File: config.mk
export PLATFORM = sky130hd
export DESIGN_NAME = hb_gate_ctrl
export DESIGN_NICKNAME = d
export VERILOG_FILES = /design/src/rtl/hb_gate_pkg.sv /design/src/rtl/hb_dead_timer.sv /design/src/rtl/hb_interlock_fsm.sv /design/src/rtl/hb_out_select.sv /design/src/rtl/hb_gate_ctrl.sv
export SDC_FILE = /design/constraint.sdc
export NUM_CORES = 1
export LEC_CHECK = 0
export BUFFER_PORTS_ARGS = -buffer_cell sky130_fd_sc_hd__buf_4
export CAP_MARGIN = 20
export CORE_AREA = 5 5 42 44
export CTS_BUF_LIST = sky130_fd_sc_hd__clkbuf_2 sky130_fd_sc_hd__clkbuf_4 sky130_fd_sc_hd__clkbuf_8
export DETAILED_ROUTE_END_ITERATION = 8
export DIE_AREA = 0 0 47 49
export PLACE_DENSITY = 0.61
export SLEW_MARGIN = 20
export SYNTH_ARGS = -nofsm -noshare
export SYNTH_HDL_FRONTEND = slang
export SYNTH_SLANG_ARGS = --single-unit
File: constraint.sdc
create_clock -name clk -period 2.8 [get_ports clk]
set_input_delay 0.56 -clock clk [delete_from_list [all_inputs] [get_ports clk]]
set_output_delay 0.56 -clock clk [all_outputs]
set_load 0.005 [all_outputs]
File: src/rtl/hb_gate_pkg.sv
package hb_gate_pkg;

    typedef enum logic [2:0] {
        IL_IDLE    = 3'd0,
        IL_WAIT_HI = 3'd1,
        IL_HI_ON   = 3'd2,
        IL_WAIT_LO = 3'd3,
        IL_LO_ON   = 3'd4
    } il_state_t;

    typedef struct packed {
        logic hi;
        logic lo;
    } gate_pair_t;

    localparam gate_pair_t GATES_OFF = '{hi: 1'b0, lo: 1'b0};

    function automatic gate_pair_t gates_of_state(input il_state_t st);
        gate_pair_t g;
        g    = GATES_OFF;
        g.hi = (st == IL_HI_ON);
        g.lo = (st == IL_LO_ON);
        return g;
    endfunction

    function automatic logic is_wait_state(input il_state_t st);
        return (st == IL_WAIT_HI) || (st == IL_WAIT_LO);
    endfunction

endpackage

File: src/rtl/hb_dead_timer.sv
module hb_dead_timer #(
    parameter int DEAD_CYCLES = 4,
    localparam int CNT_W = $clog2(DEAD_CYCLES + 1)
) (
    input  logic clk,
    input  logic rst,
    input  logic clear,
    input  logic flag,
    output logic done
);
    localparam logic [CNT_W-1:0] LAST = CNT_W'(DEAD_CYCLES - 1);

    logic [CNT_W-1:0] cnt_q;
    logic [CNT_W-1:0] cnt_d;

    assign done = flag && (cnt_q == LAST);

    always_comb begin
        if (clear || !flag) begin
            cnt_d = '0;
        end else if (cnt_q == LAST) begin
            cnt_d = cnt_q;
        end else begin
            cnt_d = cnt_q + 1'b1;
        end
    end

    always_ff @(posedge clk) begin
        if (rst) begin
            cnt_q <= '0;
        end else begin
            cnt_q <= cnt_d;
        end
    end

    // the count never passes its last value
    assert_cnt_bound_R3: assert property (@(posedge clk) disable iff (rst)
        cnt_q <= LAST);

    // a low flag sample restarts the count
    assert_cnt_restart_R3: assert property (@(posedge clk) disable iff (rst)
        !flag |=> cnt_q == '0);

endmodule

File: src/rtl/hb_interlock_fsm.sv
module hb_interlock_fsm
    import hb_gate_pkg::*;
#(
    parameter int DEAD_CYCLES = 4
) (
    input  logic       clk,
    input  logic       rst,
    input  logic       run,
    input  logic       pwm_cmd,
    input  logic       hs_is_off,
    input  logic       ls_is_off,
    output gate_pair_t fsm_gates
);
    il_state_t state_q;
    il_state_t state_d;
    logic      wait_flag;
    logic      wait_done;
    logic      timer_clear;

    // the wait toward the high side watches the low-side flag and vice versa
    assign wait_flag   = (state_q == IL_WAIT_HI) ? ls_is_off : hs_is_off;
    assign timer_clear = !is_wait_state(state_q) || (state_d != state_q);

    hb_dead_timer #(
        .DEAD_CYCLES(DEAD_CYCLES)
    ) u_dead_timer (
        .clk  (clk),
        .rst  (rst),
        .clear(timer_clear),
        .flag (wait_flag),
        .done (wait_done)
    );

    always_comb begin
        state_d = state_q;
        if (!run) begin
            state_d = IL_IDLE;
        end else begin
            unique case (state_q)
                IL_IDLE:    state_d = pwm_cmd ? IL_WAIT_HI : IL_WAIT_LO;
                IL_WAIT_HI: begin
                    if (!pwm_cmd)       state_d = IL_WAIT_LO;
                    else if (wait_done) state_d = IL_HI_ON;
                end
                IL_HI_ON:   if (!pwm_cmd) state_d = IL_WAIT_LO;
                IL_WAIT_LO: begin
                    if (pwm_cmd)        state_d = IL_WAIT_HI;
                    else if (wait_done) state_d = IL_LO_ON;
                end
                IL_LO_ON:   if (pwm_cmd) state_d = IL_WAIT_HI;
                default:    state_d = IL_IDLE;
            endcase
        end
    end

    always_ff @(posedge clk) begin
        if (rst) begin
            state_q <= IL_IDLE;
        end else begin
            state_q <= state_d;
        end
    end

    assign fsm_gates = gates_of_state(state_q);

    // high side enters its on state only after the low-side flag was seen
    assert_hi_needs_flag_R3: assert property (@(posedge clk) disable iff (rst)
        (state_q == IL_HI_ON && $past(state_q) != IL_HI_ON) |-> $past(ls_is_off));

    // low side enters its on state only after the high-side flag was seen
    assert_lo_needs_flag_R3: assert property (@(posedge clk) disable iff (rst)
        (state_q == IL_LO_ON && $past(state_q) != IL_LO_ON) |-> $past(hs_is_off));

    // an on state is reached only from the matching wait state
    assert_hi_from_wait_R3: assert property (@(posedge clk) disable iff (rst)
        (state_q == IL_HI_ON && $past(state_q) != IL_HI_ON) |-> $past(state_q) == IL_WAIT_HI);

    // leaving synchronous operation returns to idle
    assert_idle_on_stop_R10: assert property (@(posedge clk) disable iff (rst)
        !run |=> state_q == IL_IDLE);

    // a command reversal during a wait heads for the other gate
    assert_reversal_R11: assert property (@(posedge clk) disable iff (rst)
        (run && state_q == IL_WAIT_HI && !pwm_cmd) |=> state_q == IL_WAIT_LO);

endmodule

File: src/rtl/hb_out_select.sv
module hb_out_select
    import hb_gate_pkg::*;
(
    input  logic       sync_mode,
    input  logic       float_det,
    input  logic       pwm_cmd,
    input  logic       ls_direct,
    input  gate_pair_t fsm_gates,
    output gate_pair_t out_gates
);
    gate_pair_t direct_gates;

    always_comb begin
        direct_gates    = GATES_OFF;
        direct_gates.hi = pwm_cmd;
        direct_gates.lo = ls_direct;
    end

    always_comb begin
        if (float_det) begin
            out_gates = GATES_OFF;
        end else if (sync_mode) begin
            out_gates = fsm_gates;
        end else begin
            out_gates = direct_gates;
        end
    end

endmodule

File: src/rtl/hb_gate_ctrl.sv
module hb_gate_ctrl
    import hb_gate_pkg::*;
#(
    parameter int DEAD_CYCLES = 4
) (
    input  logic clk,
    input  logic rst,
    input  logic sync_mode,
    input  logic pwm_cmd,
    input  logic ls_direct,
    input  logic float_det,
    input  logic hs_is_off,
    input  logic ls_is_off,
    output logic hs_gate,
    output logic ls_gate
);
    gate_pair_t fsm_gates;
    gate_pair_t out_gates;
    logic       il_run;

    assign il_run = sync_mode && !float_det;

    hb_interlock_fsm #(
        .DEAD_CYCLES(DEAD_CYCLES)
    ) u_interlock (
        .clk      (clk),
        .rst      (rst),
        .run      (il_run),
        .pwm_cmd  (pwm_cmd),
        .hs_is_off(hs_is_off),
        .ls_is_off(ls_is_off),
        .fsm_gates(fsm_gates)
    );

    hb_out_select u_out_select (
        .sync_mode(sync_mode),
        .float_det(float_det),
        .pwm_cmd  (pwm_cmd),
        .ls_direct(ls_direct),
        .fsm_gates(fsm_gates),
        .out_gates(out_gates)
    );

    assign hs_gate = out_gates.hi;
    assign ls_gate = out_gates.lo;

    // never both gates on in synchronous mode
    assert_sync_exclusive_R12: assert property (@(posedge clk) disable iff (rst)
        sync_mode |-> !(hs_gate && ls_gate));

    // floating command forces both gates off
    assert_float_off_R7: assert property (@(posedge clk) disable iff (rst)
        float_det |-> (!hs_gate && !ls_gate));

    // first edge after reset leaves both gates off
    assert_reset_off_R9: assert property (@(posedge clk)
        rst |=> (!hs_gate && !ls_gate) || !sync_mode);

endmodule

* Word-level counts from Yosys, hierarchy flattened
Index checks and enable logic that the tools add are counted.
** Word-level totals
- Register bits :: 6
- Input port bits :: 8
- Output and inout bits :: 2
- Word-level logic and storage cells :: 31
** Cells by class
- Add/sub/neg operators :: 1
- Equal/unequal tests :: 6
- Mux-type cells :: 12
- Reduce and logical (&&, ||, !) cells :: 10
** Operator list (count)
- 3-bit 2-to-1 mux :: 7
- 3-bit one-hot mux with 5 select lines :: 1
- 3-bit by 2-bit equality test with 1-bit output (second input constant) :: 3
- 2-bit 2-to-1 mux :: 3
- 3-bit by 1-bit adder with 3-bit output (second input constant) :: 1
- 3-bit by 1-bit equality test with 1-bit output (second input constant) :: 1
- 3-bit equality test (second input constant) :: 1
- 1-bit zero test :: 3
- 3-bit zero test :: 1
- 1-bit logical OR :: 3
- 3-bit inequality test :: 1
- 1-bit logical AND :: 2
- 2-bit OR reduction :: 1
- 1-bit 2-to-1 mux :: 1

* Logic depth before layout (Yosys ltp)
Gate-level depths: netlist (run 1).
- Depth in word-level cells :: 11
- Gate-level depth with buffers :: 7
- Mapped depth without buffers :: 6

* By module
A second synthesis (run 1) with hierarchy kept.
** Unflattened totals
- Cells, all modules :: 42
- Area, all modules :: 442.9 um^2
** By module, submodules not included
- hb_interlock_fsm :: instances 1, cells an instance 23, area an instance 249.0 um^2, seq. area each 60.1 um^2
- hb_dead_timer :: instances 1, cells an instance 14, area an instance 152.6 um^2, seq. area each 60.1 um^2
- hb_out_select :: instances 1, cells an instance 4, area an instance 27.5 um^2, seq. area each 0.0 um^2
- hb_gate_ctrl :: instances 1, cells an instance 1, area an instance 13.8 um^2, seq. area each 0.0 um^2

* Worst setup path before layout (run 1)
No wires, ideal clock.
- Path type :: register to register
- Start point :: register u_interlock.u_dead_timer.cnt_q[0]
- End point :: register u_interlock.u_dead_timer.cnt_q[2]
- Library setup time :: 73 ps
- Data arrival time :: 1440 ps
- Data required time :: 2727 ps
- Slack :: 1287 ps
- Stages on the path, launching flop included :: 8
- Path buffers :: 1
- Clock period less this slack :: 1513 ps
- Cell sequence :: dfxtp_1 -> ha_1 -> ha_1 -> buf_2 -> a41oi_1 -> o2111a_1 -> o211ai_2 -> nor3_2
** Between the ends
- Word-level cells in the longest chain between the ends :: 10
- Elaborated cells between the ends (all ways) :: 13
- Those cells by class :: add/sub (1); eq/ne (2); mux (6); reduce/logical (4)
** Ends and longest elaborated chain
- start, declared :: line hb_dead_timer.sv:13 : logic [CNT_W-1:0] cnt_q;
- start signal, assigned :: line hb_dead_timer.sv:32 : cnt_q <= cnt_d;
- 3-bit by 2-bit equality test with 1-bit output :: line hb_dead_timer.sv:16, hb_dead_timer.sv:21
- 1-bit logical AND :: line hb_dead_timer.sv:16 : assign done = flag && (cnt_q == LAST);
- 3-bit 2-to-1 mux, on equally long branches :: line hb_interlock_fsm.sv:48, hb_interlock_fsm.sv:43
- 3-bit 2-to-1 mux, on equally long branches :: line hb_interlock_fsm.sv:47, hb_interlock_fsm.sv:42
- 3-bit one-hot mux with 5 select lines :: line hb_interlock_fsm.sv:39 : unique case (state_q)
- 3-bit 2-to-1 mux :: line hb_interlock_fsm.sv:36 : if (!run) begin
- 3-bit inequality test :: line hb_interlock_fsm.sv:22 : assign timer_clear = !is_wait_state(state_q) || (state_d != state_q);
- 1-bit logical OR :: line hb_interlock_fsm.sv:22
- 1-bit logical OR :: line hb_dead_timer.sv:19 : if (clear || !flag) begin
- 2-bit OR reduction (no source line)
Parallel ways exist; a longest one is shown, timed or not.
A chain may end at the register's enable or synchronous reset.

* Worst setup path in the final report (run 1)
- Start point :: register u_interlock.state_q[1]
- End point :: output hs_gate
** Between the ends
- Word-level cells in the longest chain between the ends :: 3
** Ends and longest elaborated chain
- start, declared :: line hb_interlock_fsm.sv:14 : il_state_t state_q;
- start signal, assigned :: line hb_interlock_fsm.sv:60 : state_q <= state_d;
- 3-bit by 2-bit equality test with 1-bit output :: line hb_gate_pkg.sv:21 : g.hi = (st == IL_HI_ON);
- 2-bit 2-to-1 mux :: line hb_out_select.sv:22 : end else if (sync_mode) begin
- 2-bit 2-to-1 mux :: line hb_out_select.sv:20 : if (float_det) begin
- end, declared :: line hb_gate_ctrl.sv:14 : output logic hs_gate,
Every way passes these cells.

==> impl_results.md, run 1 <==
- Status: complete, no violations
- Peak per-stage delay on the critical path: 0.59 ns
- Tmin final: 1.914 ns
- Most frequent cells in the layout: buf_4, nor2_1, dfxtp_1
- NumNets Final: 76
- Crit path max fanout: 14
- Die H: 49 um
- Post CTS Setup Buffer Count: 0
- Cell Area, Synth: between 400 and 500 um2
- DRT Wirelength: 909 um
- Fin worst setup slack: roughly 0.89 ns
- Vias in the first global route: 405
- Cts repair resizes: 0
- Max Buffers Root-to-Sink: 2
- Initial antenna violation count: 0
- CP Launch Type: flop
- Synthesized instance count: 57
- Post-DP HPWL: between 600 and 700 um
- Die W: 47 um
- Slew Limit Fails: 0
- Max VDD drop: ~0.00024 V
- DR iter-0 viols: 11
- WP buf/inv: 1
- Setup TNS Final: 0 ns
- Maximum clock frequency: about 0.52 GHz
- Area growth, synth to finish: 18.21%
- GRT overflow: 0
- H-tree depth: 1
- Critical path endpoint category: output port
- Post-synth top area cell: dfxtp_1
- Critical setup path kind: flop to output port
- Pwr dens: 349.4 nW/um2
- Yosys reg bits: 6
- Worst Max-Slew Pin Slew: 0.4553 ns
- Vias/cell: between 5 and 6
- Clock Pin Slew Worst Setup and Hold Paths: 0.04 ns
- CTS root buffer: clkbuf_4
- Antenna cells: 0
- CTS Buf Count: 3
- Die area: 2303 um2
- Core ar.: 1401 um2
- Crit-path cells: nand2b_1, nor2_1, mux2i_1, nor2_1, buf_4
- Register area share after synthesis: about 25%
- Clock Latency Late Sink: around 0.23 ns
- Clk sink count: 6
- Hold WC Path Type: flop to flop
- Core Rows: 14
- Tcrit/Tclk final: 68.34%
- CTS tree: built
- Leakage: 0.2129 nW
- CP required: 2.24 ns
- Yosys top cell area share: 25.33%
- Final setup viols: 0
- Syn. warnings: 0
- Largest cells by area after synthesis: dfxtp_1, nor2_1, ha_1, nor3b_1, a21oi_1
- RSZ-0062 raised after global routing: no
- Drt pass-1 iters: 4
- First-pass GRT wire length: 1669 um
- Fillers: ~150
- Commonest non-fill, non-tap cell in the layout: buf_4
- Via count: 437
- Crit path DAT: between 1 and 1.5 ns
- Final Non-Filler Cells: 80
- Number of port buffers: 9
- CP dominant cell by count: nor2_1
- Post-synth net total: 67
- Worst hold slack: 0.4959 ns
- Routed Antenna Nets: 0
- Setup Skew: 0.0002226 ns
- Post-route DRC: 0
- Distinct cells, synth: 29
- Relative slew slack: 69.60%
- Hold Vio Cnt, Final: 0
- Place WS: 1.032 ns
- Synth Area per Inst: 8.319 um2
- CTS Hold Bufs: 0
- Tot Pwr: roughly 0.20 mW
- Routed len/inst: 11.36 um
- Largest net degree at the start of global routing: 15
- CP max stage cell: dfxtp_1
- Placer Congestion: roughly 0.69
- Top delay family on crit path: flip-flops
- Inst Count DP: 77
- Max Cap Viol: 0
- Initial Utilization: 33.84%
- Layout cells sized above 1: 29.69%
- Boundary pin count: 10
- Gr usage total: between 9 and 10%
registers in the layout, summed over array words and instances, names as in the netlist:
name	count
u_interlock.state_q	3
u_interlock.u_dead_timer.cnt_q	3
final cells by class:
class                      instances  area [um2]  area share, %
clock buffer                       3       22.52          4.018
inverter                           2       7.507          1.339
multi-input combinational         44       322.8          57.59
sequential                         6       120.1          21.43
tap                               16       20.02          3.571
timing repair buffer               9       67.56          12.05
metrics by stage:
stage	instance area, um2	util, %
2_1_floorplan	474.2	-
3_3_place_gp	538.0	38.39
3_5_place_dp	538.0	38.39
4_1_cts	560.5	40.00
5_1_grt	560.5	40.00
6_report	560.5	40.00
kinds of logic after synthesis:
group	after synthesis	share of synthesized area (%)
AO/OA/AOI/OAI	17	27.70
XOR/XNOR	1	1.847
flip-flops	6	25.33
adder cells (fa/ha/maj)	2	5.276
buffers and inverters	7	6.596
AND/OR/NAND/NOR	21	26.65
multiplexers	3	6.596
final timing paths:
kind / start / endpoint / slack, ns / depth (start not counted)
worst max-delay path: u_interlock.state_q[1] / hs_gate / 0.89 / 5
worst min-delay path: u_interlock.u_dead_timer.cnt_q[1] / u_interlock.u_dead_timer.cnt_q[1] / 0.50 / 2
worst max register to register: u_interlock.u_dead_timer.cnt_q[0] / u_interlock.u_dead_timer.cnt_q[0] / 1.13 / 6
worst min register to register: u_interlock.u_dead_timer.cnt_q[1] / u_interlock.u_dead_timer.cnt_q[1] / 0.50 / 2
report_power, final:
group          internal [mW]  switching [mW]  leakage (nW)
logic                 0.0182          0.0139         0.150
registers             0.0871         0.00358        0.0486
clock network         0.0481          0.0251        0.0138
Yosys cell counts:
library cell and n:
a211oi_1 2, a21o_1 1, a21oi_1 4, a2bb2oi_2 1, a311oi_1 1, a31oi_1 1, a41oi_1 2, and2b_2 1
buf_2 4, clkbuf_1 1, dfxtp_1 6, ha_1 2, inv_1 2, mux2_2 1, mux2i_1 2, nand2_1 2
nand2b_1 1, nor2_1 8, nor3_1 3, nor3_2 1, nor3b_1 3, nor4b_2 1, o2111a_1 1, o211ai_2 1
o21a_1 1, o21ai_0 1, o21ai_1 1, or3b_4 1, xor2_1 1
worst reg2reg max path, stage by stage, from the launching register on:
cell and delay [ns]:
dfxtp_1 0.34, ha_1 0.15, ha_1 0.38, a41oi_1 0.22, o2111a_1 0.29, o211ai_2 0.09
nor2_1 0.07
metal layers:
metal	track usage, %	vias up	routed length, um
li1	-	225	-
met1	11.43	201	408
met2	14.48	9	465
met3	5.535	2	28
met4	3.687	0	6
met5	0	-	0
Note: power is estimated with default switching activity, not from simulation.
==> run 2: changes to the inputs <==
PLACE_DENSITY = 0.63   (was 0.61)
clock period = 1.56 ns   (was 2.8 ns; I/O delays follow)
==> run 2 against run 1 <==
Against the previous run: sequential cell count unchanged; final cell count increased by 2.5%; setup slack got worse by 0.78 ns; design area increased by 8.9%; via count decreased by 2.3%; critical path depth unchanged; global-route usage decreased by 0.13 points; clock skew increased by 0.0016 ns; register-to-register slack got worse by 1.0 ns; die area unchanged; first-iteration DRC count decreased by 82%; critical endpoint unchanged.
==> impl_results.md, run 2 (synthesis results as in run 1) <==
- Status: complete, no violations
- Leakage: 0.2238 nW (+5.1%)
- Antenna cells: 0 (unchanged)
- Boundary pin count: 10 (unchanged)
- CTS tree: built
- Die area: 2303 um2 (unchanged)
- Drt pass-1 iters: 2 (-2)
- Max VDD drop: 0.0003550 V (+48%)
- Core ar.: 1401 um2 (unchanged)
- Clk sink count: 6 (unchanged)
- Placed Area: 553.0 um2 (+2.8%)
- Sw Ratio: 24.02% (+2.3 points)
- Critical path endpoint category: output port
- Layout cells sized above 1: 42.42% (+13 points)
- Fillers: 145 (-2.7%)
- Number of port buffers: 9 (unchanged)
- Initial antenna violation count: 0 (unchanged)
- RSZ-0062 raised after global routing: no
- Crit-path cells: nand2b_1, nor2_1, mux2i_1, nor2_1, buf_4
- Routed len/inst: 12.61 um (+11%)
- NumNets Final: 78 (+2.6%)
- Post CTS Setup Buffer Count: 0 (unchanged)
- First-pass GRT wire length: 1683 um (+0.84%)
- Max Buffers Root-to-Sink: 2 (unchanged)
- Routed Antenna Nets: 0 (unchanged)
- Core Rows: 14 (unchanged)
- Crit path max fanout: 10 (-4)
- Area growth, synth to finish: 28.76%
- Final core utilization: 43.57% (+3.6 points)
- Hold Vio Cnt, Final: 0 (unchanged)
- GRT overflow: 0 (unchanged)
- Max Cap Viol: 0 (unchanged)
- Most frequent cells in the layout: buf_4, nor2_1
- Setup Skew: 0.001805 ns (+0.001583 ns)
- Gr usage total: 9.661% (-0.13 points)
- P_int: 0.2752 mW (+79%)
- Tot Pwr: 0.3622 mW (+85%)
- Critical setup path kind: flop to output port
- Peak per-stage delay on the critical path: 0.37 ns (-0.22 ns)
- Via count: 427 (-2.3%)
- CP required: 1.25 ns (-0.99 ns)
- Hold WC Path Type: primary input to flop
- Clock share of power: 38.9% (+1.5 points)
- CTS Buf Count: 3 (unchanged)
- Worst hold slack: 0.2509 ns (-0.2450 ns)
- Relative slew slack: 70.23% (+0.63 points)
- Comb power frac: 16.7% (+0.3 points)
- CP dominant cell by count: nor2_1
- Tcrit/Tclk final: 93.49%
- Worst Max-Slew Pin Slew: 0.4431 ns (-0.01223 ns)
- CP max stage cell: dfxtp_4
- Slew Limit Fails: 0 (unchanged)
- Sequential power share: 44.3% (-2.0 points)
- Vias in the first global route: 405 (unchanged)
- Final setup viols: 0 (unchanged)
- Top delay family on crit path: flip-flops
- Post-DP HPWL: 769.9 um (+11%)
- Largest regs: u_interlock.state_q (3), u_interlock.u_dead_timer.cnt_q (3)
- Clock Latency Late Sink: 0.24 ns (about the same)
- CP Launch Type: flop
- Psw: 0.08699 mW (+100%)
- Fin area: 610.6 um2 (+8.9%)
- Maximum clock frequency: 0.6857 GHz
- Clock Pin Slew Worst Setup and Hold Paths: 0.05 ns (about the same)
- WP buf/inv: 1 (unchanged)
- Pwr dens: 593.1 nW/um2 (+70%)
- Die H: 49 um (unchanged)
- Die W: 47 um (unchanged)
- Initial Utilization: 33.84% (unchanged)
- H-tree depth: 1 (unchanged)
- CTS root buffer: clkbuf_4
- Post-route DRC: 0 (unchanged)
- Largest net degree at the start of global routing: 13 (-2)
- Crit path DAT: 1.15 ns (-0.20 ns)
- Placer Congestion: 0.8090 (+17%)
- DRT Wirelength: 1034 um (+14%)
- Vias/cell: 5.207 (-4.7%)
- DR iter-0 viols: 2 (-9)
- Commonest non-fill, non-tap cell in the layout: buf_4
- Tmin final: 1.458 ns
-- run 2: layout make-up --
type | instances | area, um2 | share of cell area (%)
Tap cell | 16 | 20.02 | 3.279
Multi-Input combinational cell | 44 | 349.1 | 57.17
Sequential cell | 6 | 128.9 | 21.11
Timing Repair Buffer | 11 | 82.58 | 13.52
Clock buffer | 3 | 22.52 | 3.689
Inverter | 2 | 7.507 | 1.230
-- run 2: stage by stage --
step                      setup WS (ns)  cells  setup TNS (ns)
after floorplan                 0.04730     57               0
after global placement          0.05675     79               0
after detailed placement      -0.002686     79       -0.002686
after CTS                       0.01007     82               0
after global routing            0.01170     82               0
final                            0.1016     82               0
-- run 2: power groups by stage --
stage | sequential [mW] | clock, mW | combinational, mW
after floorplan | 0.160 | 0 | 0.0364
after global placement | 0.165 | 0 | 0.0589
after detailed placement | 0.165 | 0 | 0.0592
after CTS | 0.163 | 0.145 | 0.0598
after global routing | 0.161 | 0.160 | 0.0661
final | 0.160 | 0.141 | 0.0606
-- run 2: worst paths after layout --
| check | from | end | slack (ns) | depth (start not counted) |
|---|---|---|---|---|
| max | u_interlock.state_q[0] | hs_gate | 0.10 | 5 |
| min | rst | u_interlock.state_q[1] | 0.25 | 2 |
| max reg2reg | u_interlock.u_dead_timer.cnt_q[0] | u_interlock.u_dead_timer.cnt_q[2] | 0.12 | 6 |
| min reg2reg | u_interlock.u_dead_timer.cnt_q[1] | u_interlock.u_dead_timer.cnt_q[1] | 0.52 | 2 |
-- run 2: layer usage --
layer	vias up	wire [um]	track usage, %	share of wire [%]
li1	233	-	-	-
met1	192	506	12.14	49
met2	2	517	14.48	50
met3	0	9	1.476	0.87
met4	0	0	6.452	0
met5	-	0	0	0
-- run 2: what timing repair did --
action	in CTS	in global routing
setup endpoints to repair	3	6
gates resized for setup	3	7
hold buffers	0	0
pin swaps	0	3
==> run 3: changes to the inputs <==
CELL_PAD_IN_SITES_DETAIL_PLACEMENT = 0   (was unset)
CELL_PAD_IN_SITES_GLOBAL_PLACEMENT = 1   (was unset)
CORE_AREA = unset   (was 5 5 42 44)
CORE_MARGIN = 5   (was unset)
CORE_UTILIZATION = 36   (was unset)
DIE_AREA = unset   (was 0 0 47 49)
PLACE_DENSITY = 0.8   (was 0.63)
==> run 3 against run 2 <==
Against the previous run: die area is 6.9% lower; design area is 2.9% lower; global-route usage is 4.3 points higher; fmax fell by 0.10%; clock power increased by 4%; final cell count shrank 1.2%; power is 1.3% higher; clock skew rose by 0.0039 ns; clock-buffer cell count unchanged; core utilization rose by 3.2 points; sequential share of layout area up 0.62 points.
==> impl_results.md, run 3 (synthesis results as in run 1) <==
- NumNets Final: 78 (unchanged)
- Layout cells sized above 1: 39.39% (-3.0 points)
- Largest net degree at the start of global routing: 15 (+2)
- Boundary pin count: 10 (unchanged)
- Post CTS Setup Buffer Count: 0 (unchanged)
- Clock Latency Late Sink: 0.25 ns (about the same)
- Area growth, synth to finish: 25.07%
- Hold Crit Depth: 2 (unchanged)
- GRT overflow: 0 (unchanged)
- DRT Wirelength: 1132 um (+9.5%)
- Leakage: 0.2248 nW (+0.46%)
- RSZ-0062 raised after global routing: no
- Commonest non-fill, non-tap cell in the layout: buf_4
- Worst R2R Path Depth: 6 (unchanged)
- Setup Skew: 0.005672 ns (+0.003867 ns)
- Core ar.: 1269 um2 (-9.5%)
- Gr usage total: 13.96% (+4.3 points)
- Die H: 46.30 um (-5.5%)
- Initial antenna violation count: 0 (unchanged)
- Maximum clock frequency: 0.6850 GHz (-0.10%)
- Tmin final: 1.460 ns (+0.001505 ns)
- CTS tree: built
- First-pass GRT wire length: 2049 um (+22%)
- Number of port buffers: 9 (unchanged)
- Routed Antenna Nets: 0 (unchanged)
- Pwr dens: 618.5 nW/um2 (+4.3%)
- Max Buffers Root-to-Sink: 2 (unchanged)
- Post-route DRC: 0 (unchanged)
- Vias in the first global route: 464 (+15%)
- Vias/cell: 5.494 (+5.5%)
- Clk sink count: 6 (unchanged)
- Most frequent cells in the layout: buf_4, nor2_1, a21oi_1
- CP Launch Type: flop
- CP required: 1.25 ns (about the same)
- Critical path endpoint category: output port
- Fin area: 593.1 um2 (-2.9%)
- CP max stage cell: dfxtp_4
- CTS Buf Count: 3 (unchanged)
- Max Cap Viol: 0 (unchanged)
- Hold WC Path Type: primary input to flop
- Die area: 2143 um2 (-6.9%)
- Post-DP HPWL: 825.3 um (+7.2%)
- CP dominant cell by count: nor2_1
- Hold Vio Cnt, Final: 0 (unchanged)
- Max VDD drop: 0.0005857 V (+65%)
- Routed len/inst: 13.98 um (+11%)
- Relative slew slack: 74.53% (+4.3 points)
- Setup TNS Final: 0 ns (unchanged)
- Status: complete, no violations
- Crit-path cells: nand2b_1, nor2_1, mux2i_1, nor2_1, buf_4
- Largest regs: u_interlock.state_q (3), u_interlock.u_dead_timer.cnt_q (3)
- Worst Max-Slew Pin Slew: 0.3791 ns (-0.06396 ns)
- Antenna cells: 0 (unchanged)
- Slew Limit Fails: 0 (unchanged)
- DR iter-0 viols: 5 (+3)
- Tcrit/Tclk final: 93.58% (+0.096 points)
- Clock Pin Slew Worst Setup and Hold Paths: 0.04 ns (about the same)
- Final setup viols: 0 (unchanged)
- Core Rows: 13 (-1)
- Crit path max fanout: 10 (unchanged)
- CTS Hold Bufs: 0 (unchanged)
- Crit path DAT: 1.15 ns (about the same)
- Critical setup path kind: flop to output port
- Initial Utilization: 37.38% (+3.5 points)
- Drt pass-1 iters: 3 (+1)
- Placer Congestion: 0.7366 (-8.9%)
- Die W: 46.30 um (-1.5%)
- Placed Area: 551.8 um2 (-0.23%)
- CTS root buffer: clkbuf_4
- Peak per-stage delay on the critical path: 0.37 ns (about the same)
- Final core utilization: 46.75% (+3.2 points)
- H-tree depth: 1 (unchanged)
- Via count: 445 (+4.2%)
[run 3: cell counts in the layout (fill, tap and decap cells not counted)]
Identical to the previous run, type by type.
[run 3: repair_timing]
item / in CTS / in global routing
endpoints found under the setup margin: 3 / 5
pin swaps: 0 / 0
gates resized for setup: 3 / 4
[run 3: worst paths after layout]
check	from	to	slack, ns
setup / recovery	u_interlock.state_q[0]	hs_gate	0.10
hold / removal	rst	u_interlock.state_q[1]	0.24
setup reg to reg	u_interlock.u_dead_timer.cnt_q[0]	u_interlock.u_dead_timer.cnt_q[2]	0.11
hold reg to reg	u_interlock.u_dead_timer.cnt_q[1]	u_interlock.u_dead_timer.cnt_q[1]	0.51
[run 3: per-stage QoR]
step,setup WS (ns),hold WS [ns],instances,power (mW)
final,0.1001,0.2426,81,0.3668
after CTS,0.02521,0.2408,81,0.3731
after global placement,0.06903,0.5034,78,0.2232
after global routing,0.006246,0.2214,81,0.3975
after detailed placement,0.002857,0.5032,78,0.2236
after floorplan,0.04730,0.3841,57,0.1965
[run 3: final cells by class]
type / count / area, um2
Fill cell: 130 / 675.6
Multi-Input combinational cell: 44 / 332.8
Inverter: 2 / 7.507
Tap cell: 15 / 18.77
Timing Repair Buffer: 11 / 82.58
Clock buffer: 3 / 22.52
Sequential cell: 6 / 128.9
[run 3: per-layer routing]
metal	GRT usage [%]	vias up	share of wire [%]
met5	0	-	0
met3	7.422	5	7.2
met4	6.818	0	3.0
met1	14.65	198	40
met2	22.53	10	49
li1	-	232	-
[run 3: power breakdown]
group / internal (mW) / leakage [nW] / switching [mW]
Clock: 0.0872 / 0.0138 / 0.0598
Combinational: 0.0326 / 0.160 / 0.0259
Sequential: 0.154 / 0.0505 / 0.00696
Total: 0.274 / 0.225 / 0.0926
[run 3: worst max-delay path: cells and delay by family, from the launching register on]
| kind | cells | cell delay (ns) |
|---|---|---|
| muxes | 1 | 0.07 |
| buffers and inverters | 1 | 0.11 |
| and+or+nand+nor | 3 | 0.34 |
| DFF | 1 | 0.37 |
